===== src/rtl/ndiv_slide_pkg.sv =====
package ndiv_slide_pkg;

  localparam int unsigned REF_W  = 16;
  localparam int unsigned STEP_W = 8;

  typedef enum logic [2:0] {
    S_IDLE,
    S_SETTLE_PRE,
    S_LOAD,
    S_SETTLE_POST,
    S_RAMP,
    S_FINISH
  } seq_state_t;

  typedef struct packed {
    logic              known;
    logic [STEP_W-1:0] a;
    logic [STEP_W-1:0] b;
  } step_cfg_t;

endpackage


===== src/rtl/ndiv_sync2.sv =====
module ndiv_sync2 #(
  parameter int unsigned STAGES = 2
) (
  input  logic clk,
  input  logic rst_n,
  input  logic d,
  output logic q
);
  logic [STAGES-1:0] chain;

  generate
    if (STAGES == 1) begin : g_one
      always_ff @(posedge clk or negedge rst_n) begin
        if (!rst_n) chain <= '0;
        else        chain <= d;
      end
    end else begin : g_many
      always_ff @(posedge clk or negedge rst_n) begin
        if (!rst_n) chain <= '0;
        else        chain <= {chain[STAGES-2:0], d};
      end
    end
  endgenerate

  assign q = chain[STAGES-1];
endmodule


===== src/rtl/ndiv_us_timer.sv =====
module ndiv_us_timer #(
  parameter int unsigned CNT_W = 9
) (
  input  logic             clk,
  input  logic             rst_n,
  input  logic             clr,
  input  logic             tick,
  output logic [CNT_W-1:0] count
);
  always_ff @(posedge clk or negedge rst_n) begin
    if (!rst_n)    count <= '0;
    else if (clr)  count <= '0;
    else if (tick) count <= count + 1'b1;
  end
endmodule


===== src/rtl/ndiv_step_table.sv =====
module ndiv_step_table
  import ndiv_slide_pkg::*;
(
  input  logic [REF_W-1:0] ref_khz,
  output step_cfg_t        cfg
);
  always_comb begin
    cfg = '{known: 1'b0, a: '0, b: '0};
    case (ref_khz)
      16'd12000, 16'd12800, 16'd13000: cfg = '{known: 1'b1, a: 8'h2b, b: 8'h0b};
      16'd19200:                       cfg = '{known: 1'b1, a: 8'h12, b: 8'h08};
      16'd38400:                       cfg = '{known: 1'b1, a: 8'h04, b: 8'h05};
      default:                         cfg = '{known: 1'b0, a: '0, b: '0};
    endcase
  end
endmodule


===== src/rtl/ndiv_slide_seq.sv =====
module ndiv_slide_seq
  import ndiv_slide_pkg::*;
#(
  parameter int unsigned M_W         = 8,
  parameter int unsigned N_W         = 8,
  parameter int unsigned PL_W        = 6,
  parameter int unsigned SETTLE_US   = 1,
  parameter int unsigned TIMEOUT_US  = 500,
  parameter int unsigned SYNC_STAGES = 2
) (
  input  logic              clk,
  input  logic              rst_n,
  input  logic              req_valid,
  output logic              req_ready,
  input  logic [N_W-1:0]    req_n,
  input  logic [M_W-1:0]    cur_m,
  input  logic [N_W-1:0]    cur_n,
  input  logic [PL_W-1:0]   cur_pl,
  input  logic              us_tick,
  input  logic              ramp_done_async,
  output logic              slowdown,
  output logic              ramp_en,
  output logic              coef_wr,
  output logic [M_W-1:0]    coef_m,
  output logic [N_W-1:0]    coef_n,
  output logic [PL_W-1:0]   coef_pl,
  output logic              done,
  output logic              err,
  input  logic              cfg_load,
  input  logic [REF_W-1:0]  ref_khz,
  output logic [STEP_W-1:0] step_a,
  output logic [STEP_W-1:0] step_b,
  output logic              cfg_err
);
  localparam int unsigned LONGEST = (TIMEOUT_US > SETTLE_US) ? TIMEOUT_US : SETTLE_US;
  localparam int unsigned CNT_W   = $clog2(LONGEST + 1);
  localparam logic [CNT_W-1:0] SETTLE_LAST  = CNT_W'(SETTLE_US - 1);
  localparam logic [CNT_W-1:0] TIMEOUT_LAST = CNT_W'(TIMEOUT_US - 1);

  seq_state_t       state_q, state_d;
  logic             fail_q, fail_d;
  logic             accept;
  logic             timer_clr;
  logic [CNT_W-1:0] us_count;
  logic             ramp_done_s;
  logic             settle_hit;
  logic             timeout_hit;
  logic [M_W-1:0]   hold_m;
  logic [N_W-1:0]   hold_n;
  logic [PL_W-1:0]  hold_pl;
  step_cfg_t        decoded;

  ndiv_sync2 #(.STAGES(SYNC_STAGES)) u_done_sync (
    .clk   (clk),
    .rst_n (rst_n),
    .d     (ramp_done_async),
    .q     (ramp_done_s)
  );

  ndiv_us_timer #(.CNT_W(CNT_W)) u_timer (
    .clk   (clk),
    .rst_n (rst_n),
    .clr   (timer_clr),
    .tick  (us_tick),
    .count (us_count)
  );

  ndiv_step_table u_steps (
    .ref_khz (ref_khz),
    .cfg     (decoded)
  );

  assign req_ready   = (state_q == S_IDLE);
  assign accept      = req_valid && req_ready;
  assign settle_hit  = us_tick && (us_count == SETTLE_LAST);
  assign timeout_hit = us_tick && (us_count == TIMEOUT_LAST);

  always_comb begin
    state_d = state_q;
    fail_d  = fail_q;
    case (state_q)
      S_IDLE: begin
        if (accept) begin
          fail_d  = 1'b0;
          state_d = (req_n == cur_n) ? S_FINISH : S_SETTLE_PRE;
        end
      end
      S_SETTLE_PRE:  if (settle_hit) state_d = S_LOAD;
      S_LOAD:        state_d = S_SETTLE_POST;
      S_SETTLE_POST: if (settle_hit) state_d = S_RAMP;
      S_RAMP: begin
        if (ramp_done_s) begin
          state_d = S_FINISH;
          fail_d  = 1'b0;
        end else if (timeout_hit) begin
          state_d = S_FINISH;
          fail_d  = 1'b1;
        end
      end
      S_FINISH: state_d = S_IDLE;
      default:  state_d = S_IDLE;
    endcase
  end

  // Every state change restarts the microsecond count for the next window.
  assign timer_clr = (state_d != state_q);

  always_ff @(posedge clk or negedge rst_n) begin
    if (!rst_n) begin
      state_q <= S_IDLE;
      fail_q  <= 1'b0;
    end else begin
      state_q <= state_d;
      fail_q  <= fail_d;
    end
  end

  always_ff @(posedge clk or negedge rst_n) begin
    if (!rst_n) begin
      hold_m  <= '0;
      hold_n  <= '0;
      hold_pl <= '0;
    end else if (accept) begin
      hold_m  <= cur_m;
      hold_n  <= req_n;
      hold_pl <= cur_pl;
    end
  end

  assign slowdown = (state_q == S_SETTLE_PRE) || (state_q == S_LOAD) ||
                    (state_q == S_SETTLE_POST) || (state_q == S_RAMP);
  assign ramp_en  = (state_q == S_RAMP);
  assign coef_wr  = (state_q == S_LOAD);
  assign coef_m   = hold_m;
  assign coef_n   = hold_n;
  assign coef_pl  = hold_pl;
  assign done     = (state_q == S_FINISH);
  assign err      = (state_q == S_FINISH) && fail_q;

  always_ff @(posedge clk or negedge rst_n) begin
    if (!rst_n) begin
      step_a  <= '0;
      step_b  <= '0;
      cfg_err <= 1'b0;
    end else if (cfg_load) begin
      if (decoded.known) begin
        step_a  <= decoded.a;
        step_b  <= decoded.b;
        cfg_err <= 1'b0;
      end else begin
        cfg_err <= 1'b1;
      end
    end
  end
endmodule


===== config.mk =====
export PLATFORM = sky130hd
export DESIGN_NAME = ndiv_slide_seq
export DESIGN_NICKNAME = d
export VERILOG_FILES = /design/src/rtl/ndiv_slide_pkg.sv /design/src/rtl/ndiv_sync2.sv /design/src/rtl/ndiv_us_timer.sv /design/src/rtl/ndiv_step_table.sv /design/src/rtl/ndiv_slide_seq.sv
export SDC_FILE = /design/constraint.sdc
export NUM_CORES = 1
export LEC_CHECK = 0
export ABC_AREA = 1
export BUFFER_PORTS_ARGS = -buffer_cell sky130_fd_sc_hd__buf_2
export CORE_UTILIZATION = 40
export CTS_CLUSTER_DIAMETER = 120
export CTS_CLUSTER_SIZE = 8
export DETAILED_ROUTE_END_ITERATION = 12
export GPL_TIMING_DRIVEN = 0
export PLACE_DENSITY = 0.7
export RECOVER_POWER = 25
export REMOVE_ABC_BUFFERS = 1
export SETUP_SLACK_MARGIN = 0.5
export SLEW_MARGIN = 20
export SYNTH_ARGS = -nofsm -noshare
export SYNTH_HDL_FRONTEND = slang
export SYNTH_SLANG_ARGS = --single-unit

===== constraint.sdc =====
create_clock -name clk -period 2.8 [get_ports clk]
set_clock_uncertainty 0.15 [all_clocks]
set_input_delay 0.42 -clock clk [delete_from_list [all_inputs] [get_ports clk]]
set_output_delay 0.42 -clock clk [all_outputs]
set_load 0.01 [all_outputs]

==> impl_metrics.csv <==
group,metric,value,unit
power,p_leak,0.001577,uW
place,place_congestion,0.7943,
global_route,antenna_found_initial,0,
global_route,overflow,0,
timing,rsz0062_at_grt,"false",
worst_setup_path,crit_top_cell,"inv_1",
layout,area_delta_synth_final,22.02,%
timing,finalSetupTns,0,ns
worst_setup_path,cp.required,2.23,ns
clocking,ctsHoldBuffers,0,
route,drtPass1Iterations,4,
timing,maxSlewViolCount,0,
power,total_power,2360,uW
global_route,grt_pass1_vias,1811,
clocking,cts_buffer_depth,2,
clocking,htree_levels,2,
place,hpwl,3810,um
clocking,cts-buffers-inserted,5,
clocking,ctsRootBufferMaster,"clkbuf_8",
clocking,path_clk_slew,0.08,ns
layout,drive_above_1_share,36.53,%
place,place_inst,443,
die,rows,28,
yosys,ys_types,34,
yosys,syn-instance-count,286,
layout,diodes,0,
job,drv_cap,0,
route,drtIter0Drc,66,
worst_setup_path,slowest_delay,0.47,ns
die,fp.dieH,80.34,um
clocking,postCtsResizedCells,0,
yosys,synth_edf_count,0,
global_route,grt_start_max_net_pins,44,
run_status,status,"finished, final reports clean",
worst_setup_path,arrival,1.39,ns
yosys,avgSynthCellArea,8.583,um2
worst_setup_path,worst-path-max-fanout,5,
global_route,grt.total_usage,15.74,%
clocking,clock_latency,0.28,ns
clocking,cts_tree,"built",
layout,fin_area,0.002995,mm2
yosys,synthFlopType,"dfrtp_1",
worst_setup_path,start_kind,"flip-flop",
place,postPlaceCellArea,0.002913,mm2
layout,stdcell_count,450,
worst_setup_path,cpMaxStageDelayCell,"dfrtp_1",
timing,fmax,510.9,MHz
worst_setup_path,path_class,"flip-flop to output pin",
hold_path,worstHoldPathType,"input port to flip-flop",
route,drc,0,
yosys,synth-async-reset-ratio,100.0,%
worst_setup_path,crit_chain,"inv_1 > nor2_1 > inv_1 > nand2_1 > buf_2",
route,drt_wl_total,4906,um
layout,mostFrequentLayoutCells,"89 x buf_2, 58 x nand2_1, 43 x dfrtp_1",
timing,worstMarginPinSlew,1.079,ns
route,ant_nets,0,
yosys,netlist_area,0.002455,mm2
yosys,yosys_warnings,0,
timing,period_needed,1.957,ns
route,via_per_inst,4.560,
layout,fin_nets,429,
die,ios,97,
place,port_buffers,90,
timing,setup_viol,0,
die,fp.dieW,80.34,um
yosys,synth-seq-area-share,43.83,%
timing,slew_headroom,28.09,%
die,initial_utilization,41.46,%
route,dr_total_vias,2052,
global_route,grt_pass1_wl,7914,um
timing,finalHoldViolCount,0,
route,wire_per_inst,10.90,um
timing,post-route-period-util,69.90,%
power,power.density,787.8,mW/mm2
worst_setup_path,end_kind,"output pin",
clocking,clock-sinks,43,
die,die-area,0.006455,mm2
die,core,0.005921,mm2
clocking,postCtsSetupBuffers,0,
layout,layout_commonest_cell,"buf_2",
power,ir_worst_vdd,477.8,uV
yosys,ys_ff_latch,43,
## cells in the mapped netlist (2+ instances only)
master | number | area (um2)
nand2_1 | 58 | 217.7
dfrtp_1 | 43 | 1076
nor2_1 | 38 | 142.6
inv_1 | 33 | 123.9
nand3_1 | 16 | 80.08
buf_4 | 11 | 82.58
mux2_4 | 10 | 150.1
nor3_1 | 10 | 50.05
nor2_2 | 9 | 56.30
mux2_2 | 7 | 78.83
o21ai_0 | 7 | 35.03
xnor2_1 | 7 | 61.31
nand4_1 | 4 | 25.02
or2_2 | 4 | 25.02
a21oi_1 | 3 | 15.01
xor2_1 | 3 | 26.28
buf_6 | 2 | 22.52
ha_1 | 2 | 25.02
inv_2 | 2 | 7.510
nand2_2 | 2 | 12.51
nand2_4 | 2 | 22.52
## worst max-delay path, delay by kind of cell (launching register included)
kind          cells  cell delay [ns]
flops             1             0.47
buf+inv           3             0.35
simple gates      2             0.29
## cell families after synthesis
| family | share of synthesized area [%] |
|---|---|
| flops | 43.83 |
| other cells | 0.1528 |
| xor+xnor | 3.568 |
| fa+ha+maj | 1.019 |
| mux | 10.19 |
| simple gates | 28.49 |
| buf+inv | 9.633 |
| compound gates | 3.109 |
## flip-flops by register name, indices dropped and copies added, names as in the netlist
name / cells
u_timer.count: 9
step_a: 4
state_q: 3
fail_q: 1
coef_m: 8
cfg_err: 1
coef_n: 8
step_b: 1
u_done_sync.chain: 2
coef_pl: 6
## path summary, 6_finish.rpt
check / start / to / slack, ns / cells past startpoint
worst max-delay path: state_q[2] / slowdown / 0.84 / 5
worst min-delay path: ramp_done_async / u_done_sync.chain[0] / 0.08 / 1
worst max register to register: u_timer.count[0] / u_timer.count[6] / 1.02 / 9
worst min register to register: u_done_sync.chain[0] / u_done_sync.chain[1] / 0.21 / 0
max in group asynchronous: rst_n / u_timer.count[4] / 1.67 / 1
min in group asynchronous: rst_n / coef_n[1] / 0.17 / 1
## cell type report
cell class	instances	area (um2)
clock buffer	5	68.82
clock inverter	2	13.76
fill	571	2925
inverter	35	131.4
multi-input combinational	200	1161
sequential	43	1076
tap	75	93.84
timing repair buffer	90	450.4
## per-stage QoR
stage,hold slack [ns],setup slack (ns),utilization [%]
6_report,0.08406,0.8427,50.59
5_1_grt,0.06519,0.7059,50.59
4_1_cts,0.07427,0.8280,50.59
3_5_place_dp,0.1934,0.9740,49.20
3_3_place_gp,0.1852,1.002,49.20
2_1_floorplan,-0.02559,1.118,-
## routing by layer
| metal | global-route usage [%] | part of all wire, % | vias to the layer above |
|---|---|---|---|
| met4 | 5.179 | 0.59 | 0 |
| li1 | - | - | 1059 |
| met3 | 2.841 | 2.7 | 2 |
| met2 | 26.61 | 51 | 35 |
| met5 | 0 | 0 | - |
| met1 | 20.13 | 45 | 956 |
## report_power, final
| group | leakage [uW] | switching [uW] | internal, uW |
|---|---|---|---|
| registers | 0.000537 | 113 | 817 |
| clock network | 0.0000440 | 206 | 171 |
| logic | 0.000996 | 575 | 478 |
No activity file was read; power rests on OpenSTA's default activity.
